File: config.mk
export PLATFORM = sky130hd
export DESIGN_NAME = smb_wword_rx
export DESIGN_NICKNAME = d
export VERILOG_FILES = /design/src/rtl/smb_rx_pkg.sv /design/src/rtl/smb_line_mon.sv /design/src/rtl/smb_bit_shift.sv /design/src/rtl/smb_frame_ctl.sv /design/src/rtl/smb_wword_rx.sv
export SDC_FILE = /design/constraint.sdc
export NUM_CORES = 1
export LEC_CHECK = 0
export ABC_CLOCK_PERIOD_IN_PS = 3580
export BUFFER_PORTS_ARGS = -buffer_cell sky130_fd_sc_hd__buf_2
export CAP_MARGIN = 20
export CORE_UTILIZATION = 62
export DETAILED_ROUTE_END_ITERATION = 10
export GPL_TIMING_DRIVEN = 1
export HOLD_SLACK_MARGIN = 0.08
export PLACE_DENSITY = 0.83
export SLEW_MARGIN = 40
export SYNTH_ARGS = -nofsm -noshare
export SYNTH_HDL_FRONTEND = slang
export SYNTH_SLANG_ARGS = --single-unit
File: constraint.sdc
create_clock -name clk -period 3.58 [get_ports clk]
set_clock_uncertainty 0.1 [all_clocks]
set_input_delay 0.716 -clock clk [delete_from_list [all_inputs] [get_ports clk]]
set_output_delay 0.716 -clock clk [all_outputs]
set_load 0.02 [all_outputs]
File: src/rtl/smb_rx_pkg.sv
package smb_rx_pkg;

    localparam int BYTE_W  = 8;
    localparam int ADDR_W  = 7;
    localparam int DATA_W  = 10;
    localparam int CMD_W   = 3;
    localparam int HI_W    = DATA_W - BYTE_W;

    localparam logic [ADDR_W-1:0] DEV_ADDR_MAIN = 7'b0100000;
    localparam logic [ADDR_W-1:0] DEV_ADDR_ALT  = 7'b0100001;
    localparam logic [ADDR_W-1:0] SYNC_ADDR     = 7'b1111110;

    typedef enum logic [2:0] {
        PH_IDLE,
        PH_BITS,
        PH_WAIT,
        PH_ACK,
        PH_HOLD
    } phase_e;

    typedef enum logic [1:0] {
        SL_ADDR,
        SL_CMD,
        SL_DLO,
        SL_DHI
    } slot_e;

    typedef struct packed {
        logic scl;
        logic sda;
    } line_t;

endpackage

File: src/rtl/smb_line_mon.sv
module smb_line_mon
    import smb_rx_pkg::*;
(
    input  logic clk,
    input  logic rst_n,
    input  logic scl_i,
    input  logic sda_i,
    output logic scl_rise_o,
    output logic scl_fall_o,
    output logic start_o,
    output logic stop_o
);

    line_t line_d, line_q;

    always_comb begin
        line_d     = line_q;
        line_d.scl = scl_i;
        line_d.sda = sda_i;
    end

    always_ff @(posedge clk or negedge rst_n) begin
        if (!rst_n) begin
            line_q <= '{scl: 1'b1, sda: 1'b1};
        end else begin
            line_q <= line_d;
        end
    end

    assign scl_rise_o = scl_i & ~line_q.scl;
    assign scl_fall_o = ~scl_i & line_q.scl;
    assign start_o    = scl_i & line_q.scl & line_q.sda & ~sda_i;
    assign stop_o     = scl_i & line_q.scl & ~line_q.sda & sda_i;

endmodule

File: src/rtl/smb_bit_shift.sv
module smb_bit_shift #(
    parameter int W = 8
) (
    input  logic         clk,
    input  logic         rst_n,
    input  logic         clr_i,
    input  logic         en_i,
    input  logic         rise_i,
    input  logic         bit_i,
    output logic [W-1:0] byte_o,
    output logic         full_o
);

    localparam int CW = $clog2(W + 1);

    typedef struct packed {
        logic [CW-1:0] cnt;
        logic [W-1:0]  sh;
    } shf_t;

    shf_t shf_d, shf_q;

    always_comb begin
        shf_d = shf_q;
        if (clr_i) begin
            shf_d.cnt = '0;
        end else if (en_i && rise_i && (shf_q.cnt != CW'(W))) begin
            shf_d.sh  = {shf_q.sh[W-2:0], bit_i};
            shf_d.cnt = shf_q.cnt + CW'(1);
        end
    end

    always_ff @(posedge clk or negedge rst_n) begin
        if (!rst_n) begin
            shf_q <= '0;
        end else begin
            shf_q <= shf_d;
        end
    end

    assign byte_o = shf_q.sh;
    assign full_o = (shf_q.cnt == CW'(W));


    bit_cnt_range_chk: assert property (@(posedge clk) disable iff (!rst_n)
        shf_q.cnt <= CW'(W));

endmodule

File: src/rtl/smb_frame_ctl.sv
module smb_frame_ctl
    import smb_rx_pkg::*;
#(
    parameter bit ALT_ADDR = 1'b0
) (
    input  logic              clk,
    input  logic              rst_n,
    input  logic              scl_rise_i,
    input  logic              scl_fall_i,
    input  logic              start_i,
    input  logic              stop_i,
    input  logic [BYTE_W-1:0] byte_i,
    input  logic              full_i,
    output logic              shf_clr_o,
    output logic              shf_en_o,
    output logic              sda_low_o,
    output logic              cmd_stb_o,
    output logic [CMD_W-1:0]  cmd_o,
    output logic              data_stb_o,
    output logic [DATA_W-1:0] data_o,
    output logic              sync_stb_o,
    output logic              sync_flag_o,
    output logic              start_evt_o,
    output logic              stop_evt_o
);

    localparam logic [ADDR_W-1:0] MY_ADDR = ALT_ADDR ? DEV_ADDR_ALT : DEV_ADDR_MAIN;

    typedef struct packed {
        phase_e              ph;
        slot_e               slot;
        logic                sync_fr;
        logic                sync_bit;
        logic [CMD_W-1:0]    cmd_pend;
        logic                cmd_held;
        logic [BYTE_W-1:0]   lo;
        logic [HI_W-1:0]     hi;
        logic                drive;
        logic                cmd_stb;
        logic [CMD_W-1:0]    cmd;
        logic                data_stb;
        logic [DATA_W-1:0]   data;
        logic                sync_stb;
        logic                sync_flag;
        logic                start_evt;
        logic                stop_evt;
    } ctl_t;

    ctl_t ctl_d, ctl_q;

    logic [ADDR_W-1:0] rx_addr;
    logic              rx_rw;

    assign rx_addr = byte_i[BYTE_W-1:1];
    assign rx_rw   = byte_i[0];

    always_comb begin
        ctl_d           = ctl_q;
        ctl_d.cmd_stb   = 1'b0;
        ctl_d.data_stb  = 1'b0;
        ctl_d.sync_stb  = 1'b0;
        ctl_d.start_evt = 1'b0;
        ctl_d.stop_evt  = 1'b0;

        if (start_i || stop_i) begin
            // frame ends: keep an acknowledged command, drop partial data
            if (ctl_q.cmd_held) begin
                ctl_d.cmd_stb  = 1'b1;
                ctl_d.cmd      = ctl_q.cmd_pend;
                ctl_d.cmd_held = 1'b0;
            end
            ctl_d.drive     = 1'b0;
            ctl_d.start_evt = start_i;
            ctl_d.stop_evt  = stop_i;
            ctl_d.ph        = start_i ? PH_BITS : PH_IDLE;
            ctl_d.slot      = SL_ADDR;
            ctl_d.sync_fr   = 1'b0;
        end else begin
            unique case (ctl_q.ph)
                PH_BITS: begin
                    if (full_i) begin
                        unique case (ctl_q.slot)
                            SL_ADDR: begin
                                if (rx_addr == MY_ADDR && !rx_rw) begin
                                    ctl_d.ph      = PH_WAIT;
                                    ctl_d.sync_fr = 1'b0;
                                end else if (rx_addr == SYNC_ADDR) begin
                                    ctl_d.ph       = PH_WAIT;
                                    ctl_d.sync_fr  = 1'b1;
                                    ctl_d.sync_bit = rx_rw;
                                end else begin
                                    ctl_d.ph = PH_IDLE;
                                end
                            end
                            SL_CMD: begin
                                ctl_d.cmd_pend = byte_i[CMD_W-1:0];
                                ctl_d.ph       = PH_WAIT;
                            end
                            SL_DLO: begin
                                ctl_d.lo = byte_i;
                                ctl_d.ph = PH_WAIT;
                            end
                            SL_DHI: begin
                                ctl_d.hi = byte_i[HI_W-1:0];
                                ctl_d.ph = PH_WAIT;
                            end
                            default: ctl_d.ph = PH_IDLE;
                        endcase
                    end
                end
                PH_WAIT: begin
                    if (scl_fall_i) begin
                        ctl_d.drive = 1'b1;
                        ctl_d.ph    = PH_ACK;
                    end
                end
                PH_ACK: begin
                    if (scl_rise_i) begin
                        ctl_d.ph = PH_HOLD;
                        unique case (ctl_q.slot)
                            SL_ADDR: begin
                                if (ctl_q.sync_fr) begin
                                    ctl_d.sync_stb  = 1'b1;
                                    ctl_d.sync_flag = ctl_q.sync_bit;
                                end
                            end
                            SL_CMD: begin
                                ctl_d.cmd_held = 1'b1;
                            end
                            SL_DHI: begin
                                ctl_d.cmd_stb  = 1'b1;
                                ctl_d.cmd      = ctl_q.cmd_pend;
                                ctl_d.data_stb = 1'b1;
                                ctl_d.data     = {ctl_q.hi, ctl_q.lo};
                                ctl_d.cmd_held = 1'b0;
                            end
                            default: ;
                        endcase
                    end
                end
                PH_HOLD: begin
                    if (scl_fall_i) begin
                        ctl_d.drive = 1'b0;
                        if (ctl_q.sync_fr || ctl_q.slot == SL_DHI) begin
                            ctl_d.ph = PH_IDLE;
                        end else begin
                            ctl_d.ph   = PH_BITS;
                            ctl_d.slot = slot_e'(ctl_q.slot + 2'd1);
                        end
                    end
                end
                default: ;
            endcase
        end
    end

    always_ff @(posedge clk or negedge rst_n) begin
        if (!rst_n) begin
            ctl_q <= '{ph: PH_IDLE, slot: SL_ADDR, default: '0};
        end else begin
            ctl_q <= ctl_d;
        end
    end

    assign shf_clr_o   = start_i | stop_i | ((ctl_q.ph == PH_BITS) & full_i);
    assign shf_en_o    = (ctl_q.ph == PH_BITS);
    assign sda_low_o   = ctl_q.drive;
    assign cmd_stb_o   = ctl_q.cmd_stb;
    assign cmd_o       = ctl_q.cmd;
    assign data_stb_o  = ctl_q.data_stb;
    assign data_o      = ctl_q.data;
    assign sync_stb_o  = ctl_q.sync_stb;
    assign sync_flag_o = ctl_q.sync_flag;
    assign start_evt_o = ctl_q.start_evt;
    assign stop_evt_o  = ctl_q.stop_evt;


    drive_in_ack_chk: assert property (@(posedge clk) disable iff (!rst_n)
        ctl_q.drive |-> (ctl_q.ph == PH_ACK || ctl_q.ph == PH_HOLD));


    drive_on_fall_chk: assert property (@(posedge clk) disable iff (!rst_n)
        $rose(ctl_q.drive) |-> $past(scl_fall_i));


    release_on_fall_chk: assert property (@(posedge clk) disable iff (!rst_n)
        $fell(ctl_q.drive) |-> $past(scl_fall_i || start_i || stop_i));


    idle_quiet_chk: assert property (@(posedge clk) disable iff (!rst_n)
        (ctl_q.ph == PH_IDLE) |-> !ctl_q.drive);


    sync_during_ack_chk: assert property (@(posedge clk) disable iff (!rst_n)
        ctl_q.sync_stb |-> ctl_q.drive);

endmodule

File: src/rtl/smb_wword_rx.sv
module smb_wword_rx
    import smb_rx_pkg::*;
#(
    parameter bit ALT_ADDR = 1'b0
) (
    input  logic              clk,
    input  logic              rst_n,
    input  logic              scl_i,
    input  logic              sda_i,
    output logic              sda_low_o,
    output logic              cmd_stb_o,
    output logic [CMD_W-1:0]  cmd_o,
    output logic              data_stb_o,
    output logic [DATA_W-1:0] data_o,
    output logic              sync_stb_o,
    output logic              sync_flag_o,
    output logic              start_evt_o,
    output logic              stop_evt_o
);

    logic              scl_rise, scl_fall, start_det, stop_det;
    logic              shf_clr, shf_en, shf_full;
    logic [BYTE_W-1:0] shf_byte;

    smb_line_mon line_i (
        .clk        (clk),
        .rst_n      (rst_n),
        .scl_i      (scl_i),
        .sda_i      (sda_i),
        .scl_rise_o (scl_rise),
        .scl_fall_o (scl_fall),
        .start_o    (start_det),
        .stop_o     (stop_det)
    );

    smb_bit_shift #(.W(BYTE_W)) shift_i (
        .clk    (clk),
        .rst_n  (rst_n),
        .clr_i  (shf_clr),
        .en_i   (shf_en),
        .rise_i (scl_rise),
        .bit_i  (sda_i),
        .byte_o (shf_byte),
        .full_o (shf_full)
    );

    smb_frame_ctl #(.ALT_ADDR(ALT_ADDR)) ctl_i (
        .clk         (clk),
        .rst_n       (rst_n),
        .scl_rise_i  (scl_rise),
        .scl_fall_i  (scl_fall),
        .start_i     (start_det),
        .stop_i      (stop_det),
        .byte_i      (shf_byte),
        .full_i      (shf_full),
        .shf_clr_o   (shf_clr),
        .shf_en_o    (shf_en),
        .sda_low_o   (sda_low_o),
        .cmd_stb_o   (cmd_stb_o),
        .cmd_o       (cmd_o),
        .data_stb_o  (data_stb_o),
        .data_o      (data_o),
        .sync_stb_o  (sync_stb_o),
        .sync_flag_o (sync_flag_o),
        .start_evt_o (start_evt_o),
        .stop_evt_o  (stop_evt_o)
    );

endmodule

==> results.md, run 1 <==
- The flow ran to the end, and the final reports show no timing, DRC or antenna violations.
- After synthesis, the cell types taking the most area are sky130_fd_sc_hd__dfrtp_1 (53%), sky130_fd_sc_hd__mux2_2 (17%), sky130_fd_sc_hd__buf_4 (4.5%), sky130_fd_sc_hd__ha_1 (3.5%), sky130_fd_sc_hd__dfstp_2 (2.1%).
- The worst-margin pin slew is 703 ps.
- In this run, distinct cell masters in the synthesized netlist total between 40 and 50.
- In this run the horizontal extent of the chip is 65.4 um.
- The detailed router finished its first iteration with 80 violations.
- Setup repair after global routing left no endpoint under its margin.
- The initial antenna violation count is 0.
- The total of cells resized after clock tree synthesis is 0.
- The endpoint identified for the worst register-to-register timing path is ctl_i.cmd_o[1]$_DFFE_PN0P_.
- The type of element capturing the critical path is a flip-flop.
- The vertical extent of the die is about 65 um.
- The via count of the first global-routing pass was 1472.
- The number of buffers on the longest clock path is 2.
- For this run the aggregate overflow at the end of global routing stands at 0.
- Before CTS, the worst setup slack after placement is 1110 ps.
- The delay contributed by the slowest stage of the critical path is just under 600 ps.
- In this run the worst setup path terminates at ctl_i.cmd_o[1]$_DFFE_PN0P_.
- After synthesis, the largest area contributor takes up 53.3% of total cell area.
- Summed over all cells, the static leakage comes to 1.38 nW.
- The synthesized netlist net count is between 150 and 200.
- The HPWL after detailed placement is 3040 um.
- The total of endpoints with negative setup slack in the final report is 0.
- Data on the critical path arrives at its endpoint at 2340 ps.
- The weighted congestion reported at the end of routability-driven placement is 0.874.
- The region available for standard cell placement spans 3740 sq um.
- IR analysis of the VDD net gives a maximum drop of 0.329 mV.
- The final-report hold violation count came to 0.
- The most critical setup path has its startpoint at ctl_i.ctl_q[37]$_DFFE_PN0P_.
- The required time of the critical path is 3680 ps.
- Relative to the synthesized area, the layout overhead comes to 7.94%.
- After layout, the worst path uses a little over three fifths of the clock period.
- The number of setup buffers added after CTS is 0.
- The net total in the final layout is 212.
- Counting the fill cells in the layout gives ~260.
- Counting flops with a built-in enable in the synthesized netlist gives 0.
- The number of warnings reported in the yosys synthesis log is 0.
- The largest fanout on the critical path is 13.
- The shortest period the worst path allows is 2240 ps.
- The first detailed-routing pass took 4 iterations.
- In the post-synthesis netlist, the cell with the most instances is sky130_fd_sc_hd__dfrtp_1.
- The tool flagged a number of max-cap violations equal to 0.
- In this run the mean area of a mapped cell was ~13 sq um.
- For this run, design rule violations remaining after detail routing come to 0.
- The area used by sequential logic in the layout is ~1400 sq um.
- After clock tree synthesis, the clock-pin slew on the worst setup and hold paths is 90 ps.
- The CTS tree is yes.
- The slack of the worst reg-to-reg path is 1340 ps.
- The max-slew violation count is 0.
- Traced cell by cell, the critical path runs through ha_1 -> and3b_1 -> and3_1 -> a21o_1 -> mux2_2.
- The mean number of vias per cell is 5.99.
- The aggregate negative setup slack is 0 ps.
- Power spread over the standard cell area amounts to 544 nW/um^2.
- The min-delay analysis places its worst path in the category input pin to async pin.
- The average routed wire per standard cell is between 15 and 20 um.
- For this run, the top clock speed supported by timing is 447 MHz.
- The area of the multi-input gates is 971 sq um.
- The CTS H-tree depth is 2.
- The post-detailed-route count of antenna-violating nets is 0.
- The worst pin sits at a relative slew slack of 53.0%.
- Across all setup checks in the final design, the least slack found is between 1000 and 1500 ps.
- The cell area after technology mapping is approximately 2500 sq um.
- The commonest cells after synthesis are sky130_fd_sc_hd__dfrtp_1 (53), sky130_fd_sc_hd__mux2_2 (37), sky130_fd_sc_hd__buf_4 (15).
- The initial standard-cell utilization of the core is between 60% and 70%.
- The root buffer cell chosen for the clock tree is sky130_fd_sc_hd__clkbuf_8.
- Synthesis produced a netlist whose cell count is about 190.
- The clock latency on the worst-skew pair is 310 ps.
- The number of ports placed on the die boundary is 24.
- For this design, the slowest cell found on the critical path is sky130_fd_sc_hd__and3_1.
- The first-pass GRT wire length is 6970 um.
- Counting flops with an async set or reset pin after synthesis yields a share of 100%.
- The wire length after detailed routing is 4120 um.
- The start-to-end type of the worst setup path is flip-flop to flip-flop.
- Entering global routing, the biggest net connects 29 pins.
- The hold buffer count at cts is 0.
- The worst setup path is launched from a flip-flop.
- The global-route usage over all layers is between 20% and 30%.
- The floorplan step defined a die boundary enclosing 4270 sq um.
- The startpoint identified for the worst register-to-register timing path is ctl_i.ctl_q[37]$_DFFE_PN0P_.
- The fraction of layout cells with a size suffix above 1 is a little under two fifths.
- Port buffering added 23 buffers.
- The clock sink count is 55.
- For the worst flop-to-flop path, the logic depth is 5.
- 0 antenna diodes ended up in the layout.
- The cell row count is 22.
- After synthesis the netlist holds a flip-flop and latch count of 55.
- Summed over all instances, the cell type with the most area after synthesis is sky130_fd_sc_hd__dfrtp_1.
- The number of vias after detailed routing is about 1500.
- Counting the buffers created by CTS gives 5.
- Summing the sequential cell areas from Yosys gives 55.4% of the chip area.
- In the synthesized netlist the dominant register cell turns out to be sky130_fd_sc_hd__dfrtp_1.
==> cells by family (layout without fill, tap and decap cells) <==
kind of cell / after synthesis / after routing / synth area share, %
AOI/OAI and AO/OA: 15 / 15 / 4.22
DFF: 55 / 55 / 55.4
xor gates and xnor gates: 3 / 3 / 1.06
buffers and inverters: 24 / 40 / 5.98
adders and majority gates: 7 / 7 / 3.52
and+or+nand+nor: 43 / 43 / 12.3
muxes: 39 / 39 / 17.6
==> state kept, by name, indices dropped and copies added (netlist names) <==
name / cells
ctl_i.sync_flag_o: 1
ctl_i.cmd_o: 3
ctl_i.cmd_stb_o: 1
ctl_i.data_o: 10
ctl_i.ctl_q: 21
line_i.line_q: 2
shift_i.byte_o: 8
ctl_i.data_stb_o: 1
ctl_i.stop_evt_o: 1
shift_i.shf_q: 4
ctl_i.start_evt_o: 1
ctl_i.sda_low_o: 1
ctl_i.sync_stb_o: 1
==> layout make-up <==
type,count,area share (%)
Sequential cell,55,51.3
Clock inverter,2,1.44
Clock buffer,6,3.07
Multi-Input combinational cell,107,36.1
Inverter,7,0.978
Tap cell,48,2.23
Timing Repair Buffer,25,4.84
==> power by group <==
group          switching [mW]  internal [mW]  total [mW]  leakage (nW)
Clock                   0.190          0.230       0.420        0.0618
Combinational           0.138          0.124       0.262         0.566
Sequential              0.101          0.681       0.781         0.749
==> metrics by stage <==
stage / instances / total power [mW] / utilization (%) / cell area, sq um / hold slack, ps
global placement: 242 / 1.02 / 68.3 / 2560 / 373
floorplan: 186 / 0.957 / - / 2490 / 320
global route: 250 / 1.54 / 71.8 / 2690 / 327
CTS: 250 / 1.47 / 71.8 / 2690 / 312
finish: 250 / 1.46 / 71.8 / 2690 / 287
detailed placement: 242 / 1.05 / 68.5 / 2570 / 391
==> placed cells by master (no fill, tap or decap), types with 2 or more instances in the layout <==
cell / n
sky130_fd_sc_hd__nor2b_1: 2
sky130_fd_sc_hd__nor3_1: 4
sky130_fd_sc_hd__inv_1: 7
sky130_fd_sc_hd__ha_1: 7
sky130_fd_sc_hd__buf_4: 2
sky130_fd_sc_hd__mux2_2: 37
sky130_fd_sc_hd__buf_2: 23
sky130_fd_sc_hd__o22ai_1: 2
sky130_fd_sc_hd__and3b_1: 2
sky130_fd_sc_hd__nand4_1: 3
sky130_fd_sc_hd__clkbuf_8: 6
sky130_fd_sc_hd__and2_1: 3
sky130_fd_sc_hd__nor3b_1: 2
sky130_fd_sc_hd__a21oi_1: 2
sky130_fd_sc_hd__dfrtp_1: 53
sky130_fd_sc_hd__o21ai_0: 2
sky130_fd_sc_hd__nand2_1: 4
sky130_fd_sc_hd__and3_1: 2
sky130_fd_sc_hd__xor2_1: 3
sky130_fd_sc_hd__nand3_1: 6
sky130_fd_sc_hd__nor2_1: 5
sky130_fd_sc_hd__dfstp_2: 2
sky130_fd_sc_hd__nand2b_1: 2
==> layer usage <==
metal / global-route usage [%] / vias to the layer above / part of all wire (%)
met3: 4.17 / 10 / 4.9
met5: 0 / - / 0
met1: 27.6 / 767 / 42
met4: 13.0 / 0 / 2.3
li1: - / 678 / -
met2: 37.5 / 42 / 51
==> critical path, delay by kind of cell (launching register included) <==
family,cells,cell delay [ps]
simple gates,2,760
mux,1,350
compound gates,1,240
fa+ha+maj,1,250
flops,1,430
==> worst min-delay path by stage <==
stage | endpoint
after floorplan | ctl_i.cmd_o[0]$_DFFE_PN0P_
after global placement | ctl_i.ctl_q[28]$_DFFE_PN0P_
after detailed placement | ctl_i.data_o[3]$_DFFE_PN0P_
after CTS | ctl_i.sync_stb_o$_DFF_PN0_
after global routing | ctl_i.ctl_q[22]$_DFFE_PN0P_
final | ctl_i.ctl_q[22]$_DFFE_PN0P_
No activity file was read; power rests on OpenSTA's default activity.
==> run 2: changes to the inputs <==
--- a/config.mk
+++ b/config.mk
@@ -5,14 +5,14 @@
 export SDC_FILE = /design/constraint.sdc
 export NUM_CORES = 1
 export LEC_CHECK = 0
-export ABC_CLOCK_PERIOD_IN_PS = 3580
+export ABC_CLOCK_PERIOD_IN_PS = 2000
 export BUFFER_PORTS_ARGS = -buffer_cell sky130_fd_sc_hd__buf_2
 export CAP_MARGIN = 20
-export CORE_UTILIZATION = 62
+export CORE_UTILIZATION = 52
 export DETAILED_ROUTE_END_ITERATION = 10
 export GPL_TIMING_DRIVEN = 1
 export HOLD_SLACK_MARGIN = 0.08
-export PLACE_DENSITY = 0.83
+export PLACE_DENSITY = 0.74
 export SLEW_MARGIN = 40
 export SYNTH_ARGS = -nofsm -noshare
 export SYNTH_HDL_FRONTEND = slang
==> constraint.sdc (replaced) <==
create_clock -name clk -period 2 [get_ports clk]
set_clock_uncertainty 0.1 [all_clocks]
set_input_delay 0.4 -clock clk [delete_from_list [all_inputs] [get_ports clk]]
set_output_delay 0.4 -clock clk [all_outputs]
set_load 0.02 [all_outputs]
==> results.md, run 2 (synthesis results as in run 1) <==
- The CTS H-tree depth is 2.
- The number of vias after detailed routing is approximately 1500.
- The tool flagged a number of max-cap violations equal to 0.
- For this run, design rule violations remaining after detail routing come to 2.
- The total internal power is roughly 1.7 mW.
- The max-slew violation count is 0.
- The post-detailed-route count of antenna-violating nets is 0.
- The clock network fraction of design power is 24.0%.
- The length in cells of the worst reg-to-reg path is 7.
- The number of I/O port buffers is 23.
- Once the floorplan was initialized, standard cells occupied ~56% of the core.
- The class of the worst hold path is input pin to flip-flop.
- The register containing the most flip-flops in the final layout is ctl_i.ctl_q.
- The tree is rooted in a sky130_fd_sc_hd__clkbuf_8.
- Dividing the detail-routed wire length by the instance count gives 17.0 um.
- The fraction of power consumed by sequential logic is 54.9%.
- The final-report hold violation count came to 0.
- For this run, the share of the core covered by cells in the final layout is approximately 62%.
- In the layout the commonest cells are sky130_fd_sc_hd__dfrtp_1 (53), sky130_fd_sc_hd__mux2_2 (37), sky130_fd_sc_hd__buf_2 (23).
- The final reports fail on DRC.
- For the pin with the worst max-slew slack, the measured transition is around 500 ps.
- Before antenna repair, the detailed router went through 7 iterations.
- Using the TritonRoute via totals, the vias-per-cell ratio works out to 5.71.
- The worst setup path is of the flip-flop to flip-flop kind.
- For this design the total switching power over the nets is between 0.7 and 0.8 mW.
- Entering global routing, the biggest net connects 37 pins.
- The cell area after layout is approximately 2800 sq um.
- The maximum resistive drop on vdd is 0.594 mV.
- The largest fanout on the critical path is 5.
- The arrival time of data at the critical path endpoint is 2030 ps.
- Summing internal, switching and leakage power gives 2.52 mW.
- 24 I/O pins were placed.
- The power density over the cells is 907 nW/um^2.
- The leakage dissipation is ~1.4 nW.
- After filler insertion, the fill cell instance count of the layout stands at 342.
- The first global-routing pass estimated 7580 um of wire.
- Buffers inserted during clock tree synthesis total 5.
- The fraction of layout cells with a size suffix above 1 is 41.5%.
- The net total in the final layout is approximately 220.
- The global-route usage over all layers is 20.0%.
- Detailed placement ended at an HPWL of between 3000 and 4000 um.
- The area used by sequential logic in the layout is roughly 1400 sq um.
- The type of element capturing the critical path is a flip-flop.
- Summing all multi-input logic gate instances after layout gives between 900 and 1000 sq um.
- The clock transition at the registers of the reported paths is 90 ps.
- The most common cell after layout, fill and taps aside is sky130_fd_sc_hd__dfrtp_1.
- The wire length after detailed routing is 4500 um.
- The die covers 5070 sq um.
- After global routing the overflow that remains totals 0.
- The via count of the first global-routing pass was between 1500 and 2000.
- The congestion estimate from routability-driven global placement came to 0.886.
- The shortest period the worst path allows is about 1900 ps.
- The floorplan has 24 rows.
- In this run, the number of DRC markers left after iteration 0 of detailed routing was 72.
- Headroom to the max-slew limit came out at between 60% and 70%.
- The area overhead of the layout relative to synthesis is 11.5%.
- The CTS tree is yes.
- In this run switching power makes up 31.3% of total power.
- The combinational cell fraction of total power is around a fifth.
- The vertical extent of the die is 71.2 um.
- The total of endpoints with negative setup slack in the final report is 0.
- For the final routed database, the setup TNS stands at 0 ps.
- The horizontal die dimension is a little over 70 um.
- The maximum achievable frequency is 518 MHz.
- In the finished design, the share of the clock period the worst path needs comes to 96.6%.
- The number of buffers on the longest clock path is 2.
- The depth of the worst hold-timing path is 1.
- The number of antenna diodes is 0.
- Clock latency on the worst-skew pair, taken at its later pin, is 310 ps.
- The required time of the critical path is 2100 ps.
- The run finished, with violations left.
- The initial antenna violation count is 0.
- The critical path startpoint category is a flip-flop.
- The flip-flop count of the largest register after layout is 21.
- The clock sink count is 55.
- The core region is around 4500 sq um.
- Setup repair after global routing could not meet its margin everywhere.
- The placed cell area is 2610 sq um.
-- run 2: changes by cell type in the layout (fill, tap and decap cells not counted), sizes merged --
cell           previous run  this run
inv                       8         7
clkdlybuf4s15             0         1
buf                      25        33
dlygate4sd3               0         1
clkinv                    0         2
bufinv                    1         0
-- run 2: final timing paths --
check / from / to / slack (ps)
max: shift_i.shf_q[8]$_DFFE_PN0P_ / ctl_i.ctl_q[38]$_DFFE_PN0P_ / 70
min: sda_i / line_i.line_q[0]$_DFF_PN1_ / 120
max reg2reg: shift_i.shf_q[8]$_DFFE_PN0P_ / ctl_i.ctl_q[38]$_DFFE_PN0P_ / 70
min reg2reg: ctl_i.ctl_q[28]$_DFFE_PN0P_ / ctl_i.ctl_q[28]$_DFFE_PN0P_ / 400
max in group asynchronous: rst_n / shift_i.shf_q[11]$_DFFE_PN0P_ / 760
min in group asynchronous: rst_n / ctl_i.ctl_q[31]$_DFFE_PN0P_ / 490
-- run 2: worst max-delay path: stages (launching register included) --
cell and delay, ps:
sky130_fd_sc_hd__dfrtp_1 390, sky130_fd_sc_hd__inv_1 70, sky130_fd_sc_hd__ha_2 190, sky130_fd_sc_hd__nand3b_4 100
sky130_fd_sc_hd__nor4b_4 260, sky130_fd_sc_hd__buf_4 210, sky130_fd_sc_hd__nand4bb_4 170, sky130_fd_sc_hd__mux2_2 340
-- run 2: routing by layer --
metal	vias up	global-route usage, %	part of all wire [%]
met3	7	5.70	5.1
met4	0	6.89	1.6
met1	760	25.4	43
met2	44	32.8	51
met5	-	0	0
li1	697	-	-
-- run 2: timing repair --
item,CTS,global route
pin swaps,0,0
hold buffers,1,0
setup endpoints to repair,1,15
gates resized for setup,0,4
buffers inserted,1,2
hold endpoints to repair,17,0
gates cloned,0,1
-- run 2: power groups by stage --
stage	sequential [mW]	combinational, mW	clock (mW)
floorplan	1.36	0.350	0
global placement	1.39	0.450	0
detailed placement	1.40	0.477	0
CTS	1.38	0.480	0.622
global route	1.40	0.593	0.672
finish	1.38	0.533	0.603
-- run 2: per-stage QoR --
step | cells | worst slack (ps) | hold WS (ps)
after floorplan | 186 | 191 | 4.41
after detailed placement | 251 | 18.9 | 290
after CTS | 261 | 8.03 | 109
after global routing | 264 | -41.5 | 105
after global placement | 251 | 94.7 | 279
final | 264 | 68.0 | 116
-- run 2: cell type report --
class | count | share of cell area [%]
multi-input combinational | 107 | 35.7
inverter | 7 | 0.946
clock inverter | 2 | 0.631
tap | 52 | 2.34
sequential | 55 | 49.7
clock buffer | 6 | 2.61
timing repair buffer | 35 | 8.07
